File: src/rtl/trig_pkg.sv
// Shared encodings for the trigger evaluator.
// Assumes: register word width of 32 bits, field offsets up to 255.
package trig_pkg;
    localparam int REG_W = 32;

    localparam logic [2:0] OP_EQ  = 3'd0;
    localparam logic [2:0] OP_NE  = 3'd1;
    localparam logic [2:0] OP_LT  = 3'd2;
    localparam logic [2:0] OP_GT  = 3'd3;
    localparam logic [2:0] OP_IN  = 3'd4;
    localparam logic [2:0] OP_OUT = 3'd5;

    localparam logic [1:0] CMB_AND  = 2'd0;
    localparam logic [1:0] CMB_OR   = 2'd1;
    localparam logic [1:0] CMB_ANY  = 2'd2;
    localparam logic [1:0] CMB_BOTH = 2'd3;

    typedef struct packed {
        logic [7:0] lsb;
        logic       bit_mode;
        logic [2:0] op;
    } slot_sel_t;
endpackage

File: src/rtl/trig_regs.sv
// Configuration registers loaded through a plain write port.
// Map: 0 control, 1 AND mask, 2 OR mask, 4+4s select, 5+4s const A, 6+4s const B.
// Assumes: one write per cycle; the re-arm bit is a strobe, not stored.
module trig_regs
    import trig_pkg::*;
#(
    parameter int NSLOT   = 4,
    parameter int FIELD_W = 16,
    parameter int ADDR_W  = 5
) (
    input  logic               clk,
    input  logic               rst_n,
    input  logic               wr_en,
    input  logic [ADDR_W-1:0]  wr_addr,
    input  logic [REG_W-1:0]   wr_data,
    output logic               repeat_q,
    output logic [1:0]         comb_q,
    output logic [NSLOT-1:0]   and_mask_q,
    output logic [NSLOT-1:0]   or_mask_q,
    output slot_sel_t          sel_q [NSLOT],
    output logic [FIELD_W-1:0] a_q   [NSLOT],
    output logic [FIELD_W-1:0] b_q   [NSLOT],
    output logic               rearm
);
    localparam logic [ADDR_W-1:0] A_CTRL = ADDR_W'(0);
    localparam logic [ADDR_W-1:0] A_AND  = ADDR_W'(1);
    localparam logic [ADDR_W-1:0] A_OR   = ADDR_W'(2);

    // Re-arm strobe: a control write with bit 8 set.
    assign rearm = wr_en && (wr_addr == A_CTRL) && wr_data[8];

    // Global control and the two equation masks.
    always_ff @(posedge clk) begin
        if (!rst_n) begin
            repeat_q   <= 1'b0;
            comb_q     <= CMB_AND;
            and_mask_q <= '0;
            or_mask_q  <= '0;
        end else if (wr_en) begin
            if (wr_addr == A_CTRL) begin
                repeat_q <= wr_data[0];
                comb_q   <= wr_data[2:1];
            end
            if (wr_addr == A_AND) and_mask_q <= wr_data[NSLOT-1:0];
            if (wr_addr == A_OR)  or_mask_q  <= wr_data[NSLOT-1:0];
        end
    end

    for (genvar s = 0; s < NSLOT; s++) begin : g_slot
        logic blk_hit;
        assign blk_hit = wr_en && (wr_addr[ADDR_W-1:2] == (ADDR_W-2)'(s + 1));

        // Per-slot select and constants.
        always_ff @(posedge clk) begin
            if (!rst_n) begin
                sel_q[s] <= '0;
                a_q[s]   <= '0;
                b_q[s]   <= '0;
            end else if (blk_hit) begin
                case (wr_addr[1:0])
                    2'd0:    sel_q[s] <= slot_sel_t'({wr_data[15:8], wr_data[3], wr_data[2:0]});
                    2'd1:    a_q[s]   <= wr_data[FIELD_W-1:0];
                    2'd2:    b_q[s]   <= wr_data[FIELD_W-1:0];
                    default: ;
                endcase
            end
        end
    end
endmodule

File: src/rtl/trig_slot.sv
// One comparator slot: picks a field or one bit out of the probe and
// tests it against constants A and B. Purely combinational result.
// Assumes: FIELD_W <= PROBE_W; probe already reduced to trigger sources.
module trig_slot
    import trig_pkg::*;
#(
    parameter int PROBE_W = 32,
    parameter int FIELD_W = 16
) (
    input  logic               clk,
    input  logic               rst_n,
    input  logic [PROBE_W-1:0] probe,
    input  slot_sel_t          sel,
    input  logic [FIELD_W-1:0] a,
    input  logic [FIELD_W-1:0] b,
    output logic               hit
);
    logic [PROBE_W-1:0] shifted;
    logic [FIELD_W-1:0] field;
    logic               in_rng;

    // Field extraction: bus slice or zero-extended single bit.
    always_comb begin
        shifted = probe >> sel.lsb;
        field   = sel.bit_mode ? {{(FIELD_W-1){1'b0}}, shifted[0]} : shifted[FIELD_W-1:0];
    end

    // Operator evaluation.
    always_comb begin
        in_rng = (field >= a) && (field <= b);
        case (sel.op)
            OP_EQ:   hit = (field == a);
            OP_NE:   hit = (field != a);
            OP_LT:   hit = (field < a);
            OP_GT:   hit = (field > a);
            OP_IN:   hit = in_rng;
            OP_OUT:  hit = !in_rng;
            default: hit = 1'b0;
        endcase
    end


    empty_range_chk: assert property (@(posedge clk) disable iff (!rst_n)
        (sel.op == OP_IN && a > b) |-> !hit);

    bad_op_chk: assert property (@(posedge clk) disable iff (!rst_n)
        (sel.op > OP_OUT) |-> !hit);
endmodule

File: src/rtl/trig_combine.sv
// Joins slot hits through the AND and OR equations, applies arming and
// registers the trigger pulse.
// Assumes: masks, combine selector and mode come from registers.
module trig_combine
    import trig_pkg::*;
#(
    parameter int NSLOT = 4
) (
    input  logic             clk,
    input  logic             rst_n,
    input  logic [NSLOT-1:0] hits,
    input  logic [NSLOT-1:0] and_mask,
    input  logic [NSLOT-1:0] or_mask,
    input  logic [1:0]       comb,
    input  logic             repeat_mode,
    input  logic             rearm,
    output logic             trig_q
);
    logic and_term, or_term, cond, fire, armed_q;

    // Equation terms and the combine selector.
    always_comb begin
        and_term = (and_mask != '0) && ((hits & and_mask) == and_mask);
        or_term  = |(hits & or_mask);
        case (comb)
            CMB_AND:  cond = and_term;
            CMB_OR:   cond = or_term;
            CMB_ANY:  cond = and_term | or_term;
            default:  cond = and_term & or_term;
        endcase
        fire = cond && armed_q;
    end

    // Arming state: re-arm strobe wins, single-shot fire disarms.
    always_ff @(posedge clk) begin
        if (!rst_n)                    armed_q <= 1'b1;
        else if (rearm)                armed_q <= 1'b1;
        else if (fire && !repeat_mode) armed_q <= 1'b0;
    end

    // Registered trigger output.
    always_ff @(posedge clk) begin
        if (!rst_n) trig_q <= 1'b0;
        else        trig_q <= fire;
    end


    fire_needs_arm_chk: assert property (@(posedge clk) disable iff (!rst_n)
        trig_q |-> $past(armed_q));

    one_shot_disarm_chk: assert property (@(posedge clk) disable iff (!rst_n)
        (fire && !repeat_mode && !rearm) |=> !armed_q);

    rearm_chk: assert property (@(posedge clk) disable iff (!rst_n)
        rearm |=> armed_q);

    no_mask_no_trig_chk: assert property (@(posedge clk) disable iff (!rst_n)
        (and_mask == '0 && or_mask == '0) |=> !trig_q);
endmodule

File: src/rtl/trig_eval.sv
// Top of the trigger evaluator: source masking, register file,
// comparator slots and the combine/arm stage.
// Assumes: probe_i is already sampled in the clk domain.
module trig_eval
    import trig_pkg::*;
#(
    parameter int                   PROBE_W  = 32,
    parameter int                   FIELD_W  = 16,
    parameter int                   NSLOT    = 4,
    parameter logic [PROBE_W-1:0]   SRC_MASK = 32'h00FF_FFFF,
    localparam int                  ADDR_W   = $clog2(4 + 4 * NSLOT)
) (
    input  logic               clk,
    input  logic               rst_n,
    input  logic [PROBE_W-1:0] probe_i,
    input  logic               wr_en_i,
    input  logic [ADDR_W-1:0]  wr_addr_i,
    input  logic [31:0]        wr_data_i,
    output logic               trig_o
);
    logic               repeat_q, rearm;
    logic [1:0]         comb_q;
    logic [NSLOT-1:0]   and_mask_q, or_mask_q, hits;
    slot_sel_t          sel_q [NSLOT];
    logic [FIELD_W-1:0] a_q   [NSLOT];
    logic [FIELD_W-1:0] b_q   [NSLOT];
    logic [PROBE_W-1:0] src;

    // Only configured trigger sources reach the comparators.
    assign src = probe_i & SRC_MASK;

    trig_regs #(.NSLOT(NSLOT), .FIELD_W(FIELD_W), .ADDR_W(ADDR_W)) u_regs (
        .clk(clk), .rst_n(rst_n), .wr_en(wr_en_i), .wr_addr(wr_addr_i),
        .wr_data(wr_data_i), .repeat_q(repeat_q), .comb_q(comb_q),
        .and_mask_q(and_mask_q), .or_mask_q(or_mask_q), .sel_q(sel_q),
        .a_q(a_q), .b_q(b_q), .rearm(rearm)
    );

    for (genvar s = 0; s < NSLOT; s++) begin : g_cmp
        trig_slot #(.PROBE_W(PROBE_W), .FIELD_W(FIELD_W)) u_slot (
            .clk(clk), .rst_n(rst_n), .probe(src), .sel(sel_q[s]),
            .a(a_q[s]), .b(b_q[s]), .hit(hits[s])
        );
    end

    trig_combine #(.NSLOT(NSLOT)) u_comb (
        .clk(clk), .rst_n(rst_n), .hits(hits), .and_mask(and_mask_q),
        .or_mask(or_mask_q), .comb(comb_q), .repeat_mode(repeat_q),
        .rearm(rearm), .trig_q(trig_o)
    );
endmodule

File: config.mk
export PLATFORM = sky130hd
export DESIGN_NAME = trig_eval
export DESIGN_NICKNAME = d
export VERILOG_FILES = /design/src/rtl/trig_pkg.sv /design/src/rtl/trig_regs.sv /design/src/rtl/trig_slot.sv /design/src/rtl/trig_combine.sv /design/src/rtl/trig_eval.sv
export SDC_FILE = /design/constraint.sdc
export NUM_CORES = 1
export LEC_CHECK = 0
export BUFFER_PORTS_ARGS = -buffer_cell sky130_fd_sc_hd__buf_2
export CORE_ASPECT_RATIO = 2
export CORE_MARGIN = 1
export CORE_UTILIZATION = 50
export DETAILED_ROUTE_END_ITERATION = 16
export GPL_ROUTABILITY_DRIVEN = 0
export PLACE_DENSITY = 0.65
export SYNTH_ARGS = -nofsm -noshare
export SYNTH_HDL_FRONTEND = slang
export SYNTH_SLANG_ARGS = --single-unit
File: constraint.sdc
create_clock -name clk -period 6.75 [get_ports clk]
set_input_delay 0.3375 -clock clk [delete_from_list [all_inputs] [get_ports clk]]
set_output_delay 0.3375 -clock clk [all_outputs]
set_load 0.005 [all_outputs]
== After elaboration in Yosys (flattened, before gate mapping) ==
Cells that the tools add are included.
Word-level totals
  register bits: 189
  output and inout port bits: 1
  word-level logic and storage cells: 142
Cells by class
  mux-type cells: 9
  reductions and logical operators: 43
  shift operators: 4
  equal/unequal tests: 39
  bitwise operators: 5
  magnitude comparators: 16
Operator list (count)
  24-bit by 8-bit >> shifter with 16-bit output: 4
  16-bit equality test: 4
  16-bit >= comparator: 4
  16-bit > comparator: 4
  16-bit less-or-equal comparator: 4
  16-bit < comparator: 4
  16-bit 2-to-1 mux: 4
  16-bit inequality test: 4
  3-bit by 2-bit equality test with 1-bit output, second input constant: 10
  2-bit AND reduction: 15
  3-bit equality test, second input constant: 9
  1-bit case mux with 6 select lines: 4
  3-bit by 1-bit equality test with 1-bit output, second input constant: 5
  1-bit logical AND: 13
  3-bit logical NOT: 4
  4-bit bitwise AND: 2
  5-bit by 1-bit equality test with 1-bit output, second input constant: 1
  5-bit by 2-bit equality test with 1-bit output, second input constant: 1
  1-bit logical NOT: 5
  5-bit logical NOT: 1
  2-bit by 1-bit equality test with 1-bit output, second input constant: 2
  2-bit equality test, second input constant: 2
  4-bit equality test: 1
  2-bit logical NOT: 2
  7 further kinds: 7

== Longest topological paths before layout ==
Gate-level depths: netlist of the first run.
  depth in word-level cells: 13
  mapped depth: 24
  mapped depth without buffers: 22

== Cells and area by module ==
A second synthesis of the first run with hierarchy kept.
Unflattened totals
  cells, all modules: 2077
  area total of the unflattened synthesis: 17176.5 um^2
Modules (own cells, without submodules)
  trig_regs: times used 1, sequential area each 3743.6 um^2, cells an instance 651, area each 6797.8 um^2
  trig_slot (g_cmp[1].u_slot): times used 1, sequential area each 0.0 um^2, cells an instance 356, area each 2666.3 um^2
  trig_slot (g_cmp[3].u_slot): times used 1, sequential area each 0.0 um^2, cells an instance 359, area each 2621.3 um^2
  trig_slot (g_cmp[2].u_slot): times used 1, sequential area each 0.0 um^2, cells an instance 350, area each 2477.4 um^2
  trig_slot (g_cmp[0].u_slot): times used 1, sequential area each 0.0 um^2, cells an instance 340, area each 2458.6 um^2
  trig_combine: times used 1, sequential area each 40.0 um^2, cells an instance 20, area each 151.4 um^2
  trig_eval: times used 1, sequential area each 0.0 um^2, cells an instance 1, area each 3.8 um^2

== Least setup slack after synthesis of the first run ==
OpenSTA, ideal clock, no wires.
  kind: register -> register
  start: register, netlist name u_regs.sel_q[28]
  end: register u_comb.armed_q
  buffers on the path: 2
  setup time: 137 ps
  arrival time: 4980 ps
  cell stages (with the launch flop): 24
  period minus slack after synthesis: 5118 ps
  required time: 6613 ps
  slack: 1632 ps
  cell sequence: dfxtp_1 buf_6 buf_1 mux2_2 nand2_1 nor2_1 a311oi_1 a21oi_1 o21ai_0 o22ai_1 and2_1 ha_1 a21o_1 a21o_1 a221o_1 a221oi_1 o311ai_4 mux2_1 o32ai_1 nand2_1 a211o_1 a221o_1 o221ai_1 o311ai_1
On the way
  cells in the longest elaborated chain, start to end: 13
  elaborated cells on any way between the ends: 21
RTL lines
  24-bit by 8-bit >> shifter with 16-bit output (*): RTL line trig_slot.sv:24  | shifted = probe >> sel.lsb;
  16-bit 2-to-1 mux (*): RTL line trig_slot.sv:25  | field = sel.bit_mode ? {{(FIELD_W-1){1'b0}}, shifted[0]} : shifted[FIELD_W-1:0];
  16-bit >= comparator / 16-bit less-or-equal comparator (equally long branches): RTL line trig_slot.sv:30  | in_rng = (field >= a) && (field <= b);
  1-bit logical AND: RTL line trig_slot.sv:30
  1-bit logical NOT: RTL line trig_slot.sv:37  | OP_OUT: hit = !in_rng;
  1-bit case mux with 6 select lines (*): RTL line trig_slot.sv:31  | case (sel.op)
  4-bit bitwise AND: RTL line trig_combine.sv:23  | and_term = (and_mask != '0) && ((hits & and_mask) == and_mask);
  4-bit equality test: RTL line trig_combine.sv:23
  1-bit logical AND: RTL line trig_combine.sv:23
  1-bit bitwise AND / 1-bit OR (equally long branches): RTL line trig_combine.sv:29, trig_combine.sv:28
  1-bit case mux with 3 select lines (*): RTL line trig_combine.sv:25  | case (comb)
  1-bit logical AND (*): RTL line trig_combine.sv:31  | fire = cond && armed_q;
  1-bit logical AND (*): RTL line trig_combine.sv:38  | else if (fire && !repeat_mode) armed_q <= 1'b0;
  end signal, assigned: RTL line trig_combine.sv:36  | if (!rst_n) armed_q <= 1'b1;
  end signal, assigned: RTL line trig_combine.sv:37  | else if (rearm) armed_q <= 1'b1;
  end signal, assigned: RTL line trig_combine.sv:38
  end, declared: RTL line trig_combine.sv:19  | logic and_term, or_term, cond, fire, armed_q;
Mark *: on every way between the ends. The rest lies on a longest branch, timed or not.
A chain may end at the register's enable or synchronous reset.

== Worst setup path after layout of the first run ==
  start: register, netlist name u_regs.sel_q[28]
  end: register u_comb.armed_q
On the way
  cells in the longest elaborated chain, start to end: 13
  elaborated cells on any way between the ends: 21
RTL lines (RTL line)
  24-bit by 8-bit >> shifter with 16-bit output (*): trig_slot.sv:24
  16-bit 2-to-1 mux (*): trig_slot.sv:25
  16-bit >= comparator / 16-bit less-or-equal comparator (equally long branches): trig_slot.sv:30
  1-bit logical AND: trig_slot.sv:30
  1-bit logical NOT: trig_slot.sv:37
  1-bit case mux with 6 select lines (*): trig_slot.sv:31
  4-bit bitwise AND: trig_combine.sv:23
  4-bit equality test: trig_combine.sv:23
  1-bit logical AND: trig_combine.sv:23
  1-bit bitwise AND / 1-bit OR (equally long branches): trig_combine.sv:29, trig_combine.sv:28
  1-bit case mux with 3 select lines (*): trig_combine.sv:25
  1-bit logical AND (*): trig_combine.sv:31
  1-bit logical AND (*): trig_combine.sv:38
Marks and branches as above.

==> metrics.txt, run 1 <==
H-tree Lvls 4; CP most frequent cell o22ai_1; number of antenna violations at the first check in global routing 1; Yosys cell types 89; DR WL/cell 20.63 um; row cnt 92; Clk Latency, worst-skew pair 0.47 ns; Slew Limit Fails 0; Area after DPL 16470 um^2; outcome finished clean; Post-CTS Hold Buffers 0; Period minus WS final 5.778 ns; # fillers 3096; largest area contributor in the netlist dfxtp_1; RR Endpoint u_comb.armed_q$_SDFFE_PP1P_; largest net degree at the start of global routing 112; starting density of the core 50.95%; die height 256 um; flop-to-flop setup slack 0.97 ns; area delta synth->final 5.678%; YS warnings 0; Leakage 5.995 nW; kind of critical path reg -> reg; first-pass GRT wire length 79.95 mm; total negative slack 0 ns; Slowest cell on crit path dfxtp_1; nets 2275; final period utilization 85.60%; Max Cap Violations 0; post-synth top area share 23.46%; TritonRoute pass-1 iters 7; vias in the first global route 14995; syn nets 2347; Hold Path Cell Cnt 3; Ports 73; Multi-input gate area 11140 um^2; FF+latch area 3784 um^2; clock root cell clkbuf_16; most frequent cell after synthesis nand2_1; Worst Path Required 7.11 ns; ANT nets after route 0; fin area 17050 um^2; hold path start wr_data_i[6]; via count 15346; clock slew seen by the registers of the worst setup and hold paths 0.08 ns; Critical Path AT 6.13 ns; Worst slew margin 22.56%; Seq/Total Area, Yosys 23.46%; VDD IR-drop max 0.1945 mV; via density per instance 6.095; crit end category flip-flop; Tightest Pin Transition 1.157 ns; Pwr Density 159.6 nW/um^2; DP HPWL 37.87 mm; Reg2Reg Depth 21; CTS sink count 189; Reg-to-Reg Start u_regs.sel_q[28]$_SDFFE_PN0P_; Post-Route WL 51.96 mm; Hold Vio Cnt, Final 0; post_cts resized 0; Post-synth EDFFs 0; ys flop type dfxtp_1; CP cell instances buf_4 > mux2_2 > nand2_1 > o22ai_1 > inv_1 > mux4_2 > o22ai_1 > and2_1 > ha_1 > a21o_1 > a21o_1 > a21oi_1 > nor2_1 > a2111oi_0 > o22ai_1 > mux2i_1 > a221o_1 > a32oi_1 > o221a_2 > o221ai_1 > o311ai_1; crit path max fanout 16; critical path's largest stage delay 0.81 ns; Final Skew 0.008873 ns; GR Overflow Total 0; Syn Std Cell Area 16130 um^2; FF+latch count, synth 189; Worst Setup Start Kind flip-flop; gate count of the mapped netlist 2155; largest cells by area after synthesis dfxtp_1 23%, nand2_1 10%, ha_1 9.3%; ys async rst share 0%; clk buf depth 2; die area 33020 um^2; core area 31660 um^2; count of final setup violators 0; RSZ-0062 raised after global routing false; ANT cells 0; gr usage total 31.91%; hold crit path type in -> reg; share of layout cells above drive strength 1 9.308%; Mean Syn Cell Area 7.485 um^2; # DRC 0; Hold EP u_regs.b_q[38]$_SDFFE_PN0P_; Die Wd 129 um; port buffer count 48; Post-CTS Setup Inserts 0; CTS tree done; Peak Freq 173.1 MHz; CTS Buf Count 17; DRT iter0 DRCs 905; Synth top cells by count 446 x nand2_1, 189 x dfxtp_1, 166 x a21boi_0, 144 x inv_1, 138 x clkbuf_1
power by group:
group | internal (mW) | switching [mW] | total, mW | leakage, nW
clock | 0.560 | 0.488 | 1.05 | 0.282
combinational | 0.209 | 0.333 | 0.542 | 4.19
sequential | 1.12 | 0.00855 | 1.13 | 1.52
through the flow:
stage	std cells	utilization [%]	power, mW	hold WS, ns	setup WS [ns]
2_1_floorplan	2155	-	1.522	0.4370	1.632
3_3_place_gp	2487	52.02	1.675	0.4515	1.191
3_5_place_dp	2487	52.02	1.688	0.4500	1.125
4_1_cts	2518	53.85	2.726	0.2888	1.073
5_1_grt	2518	53.85	2.825	0.3051	0.7263
6_report	2518	53.85	2.721	0.2943	0.9720
how the worst max path moves through the flow:
stage	cells past startpoint	end	from
6_report	21	u_comb.armed_q$_SDFFE_PP1P_	u_regs.sel_q[28]$_SDFFE_PN0P_
3_3_place_gp	21	u_comb.armed_q$_SDFFE_PP1P_	u_regs.sel_q[28]$_SDFFE_PN0P_
4_1_cts	21	u_comb.armed_q$_SDFFE_PP1P_	u_regs.sel_q[28]$_SDFFE_PN0P_
2_1_floorplan	23	u_comb.armed_q$_SDFFE_PP1P_	u_regs.sel_q[28]$_SDFFE_PN0P_
3_5_place_dp	21	u_comb.armed_q$_SDFFE_PP1P_	u_regs.sel_q[28]$_SDFFE_PN0P_
5_1_grt	21	u_comb.armed_q$_SDFFE_PP1P_	u_regs.sel_q[28]$_SDFFE_PN0P_
placed cells by master (no fill, tap or decap), drive strengths merged, types with 23 or more instances in the layout:
cell type	Yosys	final
nand2	446	446
dfxtp	189	189
a21boi	168	168
inv	144	150
nor2	131	131
ha	120	120
mux2i	91	91
buf	30	78
a21oi	74	74
o21ai	71	71
nand3	53	53
nor3	49	49
nor2b	42	42
mux4	41	41
a211oi	34	34
a21o	33	33
a31oi	26	26
mux2	25	25
o22ai	23	23
sequential cells by signal (all words and copies together) (netlist names):
name / flops
u_comb.armed_q: 1
u_comb.trig_q: 1
u_regs.a_q: 64
u_regs.and_mask_q: 4
u_regs.b_q: 64
u_regs.comb_q: 2
u_regs.or_mask_q: 4
u_regs.repeat_q: 1
u_regs.sel_q: 48
metal layers:
layer | share of wire [%] | wire [um] | GRT usage [%]
met5 | 0.021 | 11 | 0
met4 | 7.8 | 4056 | 24.38
met3 | 4.8 | 2472 | 4.766
met2 | 52 | 26810 | 57.82
met1 | 36 | 18600 | 32.03
cells by family (layout without fill, tap and decap cells):
logic type                 Yosys count  after routing  synth area share, %
AOI/OAI and AO/OA                  533            533                23.15
adders and majority gates          123            123                9.511
and+or+nand+nor                    836            836                23.10
DFF                                189            189                23.46
buffers and inverters              315            255                7.509
xor gates and xnor gates             2              2               0.1086
muxes                              157            157                13.16
cell type report:
class	count	share of cell area [%]
Inverter	146	3.215
Clock buffer	20	2.621
Clock inverter	11	0.7634
Tap cell	423	3.105
Multi-Input combinational cell	1651	65.35
Sequential cell	189	22.20
Timing Repair Buffer	78	2.745
worst max-delay path: cells and delay by family (launching register included):
kind / cells / cell delay, ns
mux: 3 / 0.80
simple gates: 3 / 0.34
buf+inv: 2 / 0.36
compound gates: 12 / 3.10
flops: 1 / 0.81
fa+ha+maj: 1 / 0.25
No activity file was read; power rests on OpenSTA's default activity.
==> run 2: changes to the inputs <==
--- a/config.mk
+++ b/config.mk
@@ -6,12 +6,14 @@
 export NUM_CORES = 1
 export LEC_CHECK = 0
 export BUFFER_PORTS_ARGS = -buffer_cell sky130_fd_sc_hd__buf_2
+export CELL_PAD_IN_SITES_DETAIL_PLACEMENT = 0
+export CELL_PAD_IN_SITES_GLOBAL_PLACEMENT = 1
 export CORE_ASPECT_RATIO = 2
 export CORE_MARGIN = 1
-export CORE_UTILIZATION = 50
+export CORE_UTILIZATION = 47
 export DETAILED_ROUTE_END_ITERATION = 16
 export GPL_ROUTABILITY_DRIVEN = 0
-export PLACE_DENSITY = 0.65
+export PLACE_DENSITY = 0.8
 export SYNTH_ARGS = -nofsm -noshare
 export SYNTH_HDL_FRONTEND = slang
 export SYNTH_SLANG_ARGS = --single-unit
==> metrics.txt, run 2 (synthesis gave the netlist of run 1 again) <==
outcome finished clean (unchanged); CTS Buf Count 17 (unchanged); Worst Setup Start Kind flip-flop (unchanged); area delta synth->final 5.926% (was 5.678%); DP HPWL 38.95 mm (was 37.87 mm); Post-Route WL 54.07 mm (was 51.96 mm); Tightest Pin Transition 1.211 ns (was 1.157 ns); TritonRoute pass-1 iters 6 (was 7); core area 33640 um^2 (was 31660 um^2); crit end category flip-flop (unchanged); Period minus WS final 6.032 ns (was 5.778 ns); GR Util met2 58.17% (was 57.82%); row cnt 95 (was 92); final period utilization 89.37% (was 85.60%); kind of critical path reg -> reg (unchanged); Largest delay share family, worst path compound AO/OA/AOI/OAI gates (unchanged); ANT nets after route 0 (unchanged); CTS sink count 189 (unchanged); crit path max fanout 21 (was 16); Peak Freq 165.8 MHz (was 173.1 MHz); # DRC 0 (unchanged); number of antenna violations at the first check in global routing 1 (unchanged); CP cell instances buf_4 > mux2i_1 > nand2_1 > nand3_1 > nor2_1 > a31oi_1 > nor2b_1 > a211oi_1 > a21oi_1 > ha_1 > and4_1 > o2bb2ai_1 > o21ai_0 > o211ai_1 > a21boi_0 > o2bb2a_1 > o32ai_1 > a211oi_1 > a211o_1 > a221o_1 > nor3_1 > o311ai_1 (was buf_4 > mux2_2 > nand2_1 > o22ai_1 > inv_1 > mux4_2 > o22ai_1 > and2_1 > ha_1 > a21o_1 > a21o_1 > a21oi_1 > nor2_1 > a2111oi_0 > o22ai_1 > mux2i_1 > a221o_1 > a32oi_1 > o221a_2 > o221ai_1 > o311ai_1); sequential share of power 40.7% (was 41.6%); gr usage total 31.30% (was 31.91%); commonest non-fill, non-tap cell in the layout nand2_1 (unchanged); DRT iter0 DRCs 1021 (was 905); Hold Vio Cnt, Final 0 (unchanged); H-tree Lvls 4 (unchanged); critical path's largest stage delay 0.98 ns (was 0.81 ns); met3 Use GR 4.011% (was 4.766%); CP Buf/Inv Count 1 (was 2); Critical Path AT 6.32 ns (was 6.13 ns); via count 15273 (was 15346); RSZ-0062 raised after global routing false (unchanged); Ports 73 (unchanged); Worst Path Required 7.04 ns (was 7.11 ns); GR Overflow Total 0 (unchanged); count of final setup violators 0 (unchanged); Worst slew margin 19.29% (was 22.56%); DR WL/cell 21.36 um (was 20.63 um); die height 264.0 um (was 256 um); largest net degree at the start of global routing 128 (was 112); cell internal pwr 1.904 mW (was 1.891 mW); starting density of the core 47.95% (was 50.95%); CP most frequent cell a211oi_1 (was o22ai_1); via density per instance 6.034 (was 6.095); Net Switching 0.8779 mW (was 0.8300 mW); M1 GR Usage 30.27% (was 32.03%); die area 35110 um^2 (was 33020 um^2); Leakage 6.006 nW (was 5.995 nW); total power 2.782 mW (was 2.721 mW); Gate power share 19.7% (was 19.9%); post_cts resized 0 (unchanged); Top Registers u_regs.a_q x64, u_regs.b_q x64, u_regs.sel_q x48 (unchanged); port buffer count 48 (unchanged); vias in the first global route 15113 (was 14995); Clk Latency, worst-skew pair 0.47 ns (about the same); Pwr Density 162.8 nW/um^2 (was 159.6 nW/um^2); busiest grt layer met2 (unchanged); total negative slack 0 ns (unchanged); Max Cap Violations 0 (unchanged); nets 2274 (was 2275); clk buf depth 2 (unchanged); clock slew seen by the registers of the worst setup and hold paths 0.08 ns (about the same); ANT cells 0 (unchanged); first-pass GRT wire length 83.63 mm (was 79.95 mm); Final Skew 0.01268 ns (was 0.008873 ns); sw frac 31.55% (was 30.51%); Post-CTS Setup Inserts 0 (unchanged); Slew Limit Fails 0 (unchanged); CTS tree done (unchanged); Slowest cell on crit path dfxtp_1 (unchanged); commonest non-fill, non-tap cells in the layout 446 x nand2_1, 189 x dfxtp_1, 166 x a21boi_0 (unchanged); Die Wd 133.0 um (was 129 um); hold crit path type in -> reg (unchanged); WHS 0.2809 ns (was 0.2943 ns); clock root cell clkbuf_16 (unchanged); Clk pwr share 39.6% (was 38.5%); Post-CTS Hold Buffers 0 (unchanged); VDD IR-drop max 0.1666 mV (was 0.1945 mV); share of layout cells above drive strength 1 9.356% (was 9.308%)
run 2: cell type report:
class / count / area, um^2
clock buffers: 19 / 442.9
clock inverters: 13 / 167.7
fillers: 3345 / 16550
inverters: 146 / 548.0
multi-input cells: 1651 / 11140
flip-flops and latches: 189 / 3784
well taps: 436 / 545.5
repair buffers: 77 / 460.4
run 2: worst paths after layout:
path                                              startpoint                          end  slack, ns  cells past startpoint
worst max-delay path            u_regs.sel_q[5]$_SDFFE_PN0P_  u_comb.armed_q$_SDFFE_PP1P_       0.72                     22
worst min-delay path                            wr_data_i[5]  u_regs.b_q[37]$_SDFFE_PN0P_       0.28                      3
worst max register to register  u_regs.sel_q[5]$_SDFFE_PN0P_  u_comb.armed_q$_SDFFE_PP1P_       0.72                     22
worst min register to register   u_regs.b_q[58]$_SDFFE_PN0P_  u_regs.b_q[58]$_SDFFE_PN0P_       0.46                      2
run 2: worst min-delay path, cell delays in order:
cell and delay (ns):
buf_2 0.21, nand2_1 0.09, a21boi_0 0.07
run 2: layer usage:
layer	wire length, um	share of wire [%]
met2	28200	52
met4	4740	8.8
met5	0	0
met1	18700	35
met3	2433	4.5
run 2: power by group through the flow:
stage,Clock [mW],Combinational [mW],Sequential (mW)
detailed placement,0,0.539,1.16
floorplan,0,0.369,1.15
global placement,0,0.527,1.16
global route,1.16,0.600,1.13
finish,1.10,0.549,1.13
CTS,1.12,0.542,1.13
run 2: stage by stage:
| step | util, % | setup WS (ns) | area [um^2] | cells |
|---|---|---|---|---|
| after floorplan | - | 1.632 | 16130 | 2155 |
| after global placement | 48.98 | 0.9611 | 16470 | 2499 |
| after detailed placement | 48.98 | 0.8347 | 16470 | 2499 |
| after CTS | 50.79 | 0.8261 | 17090 | 2531 |
| after global routing | 50.79 | 0.4062 | 17090 | 2531 |
| final | 50.79 | 0.7178 | 17090 | 2531 |
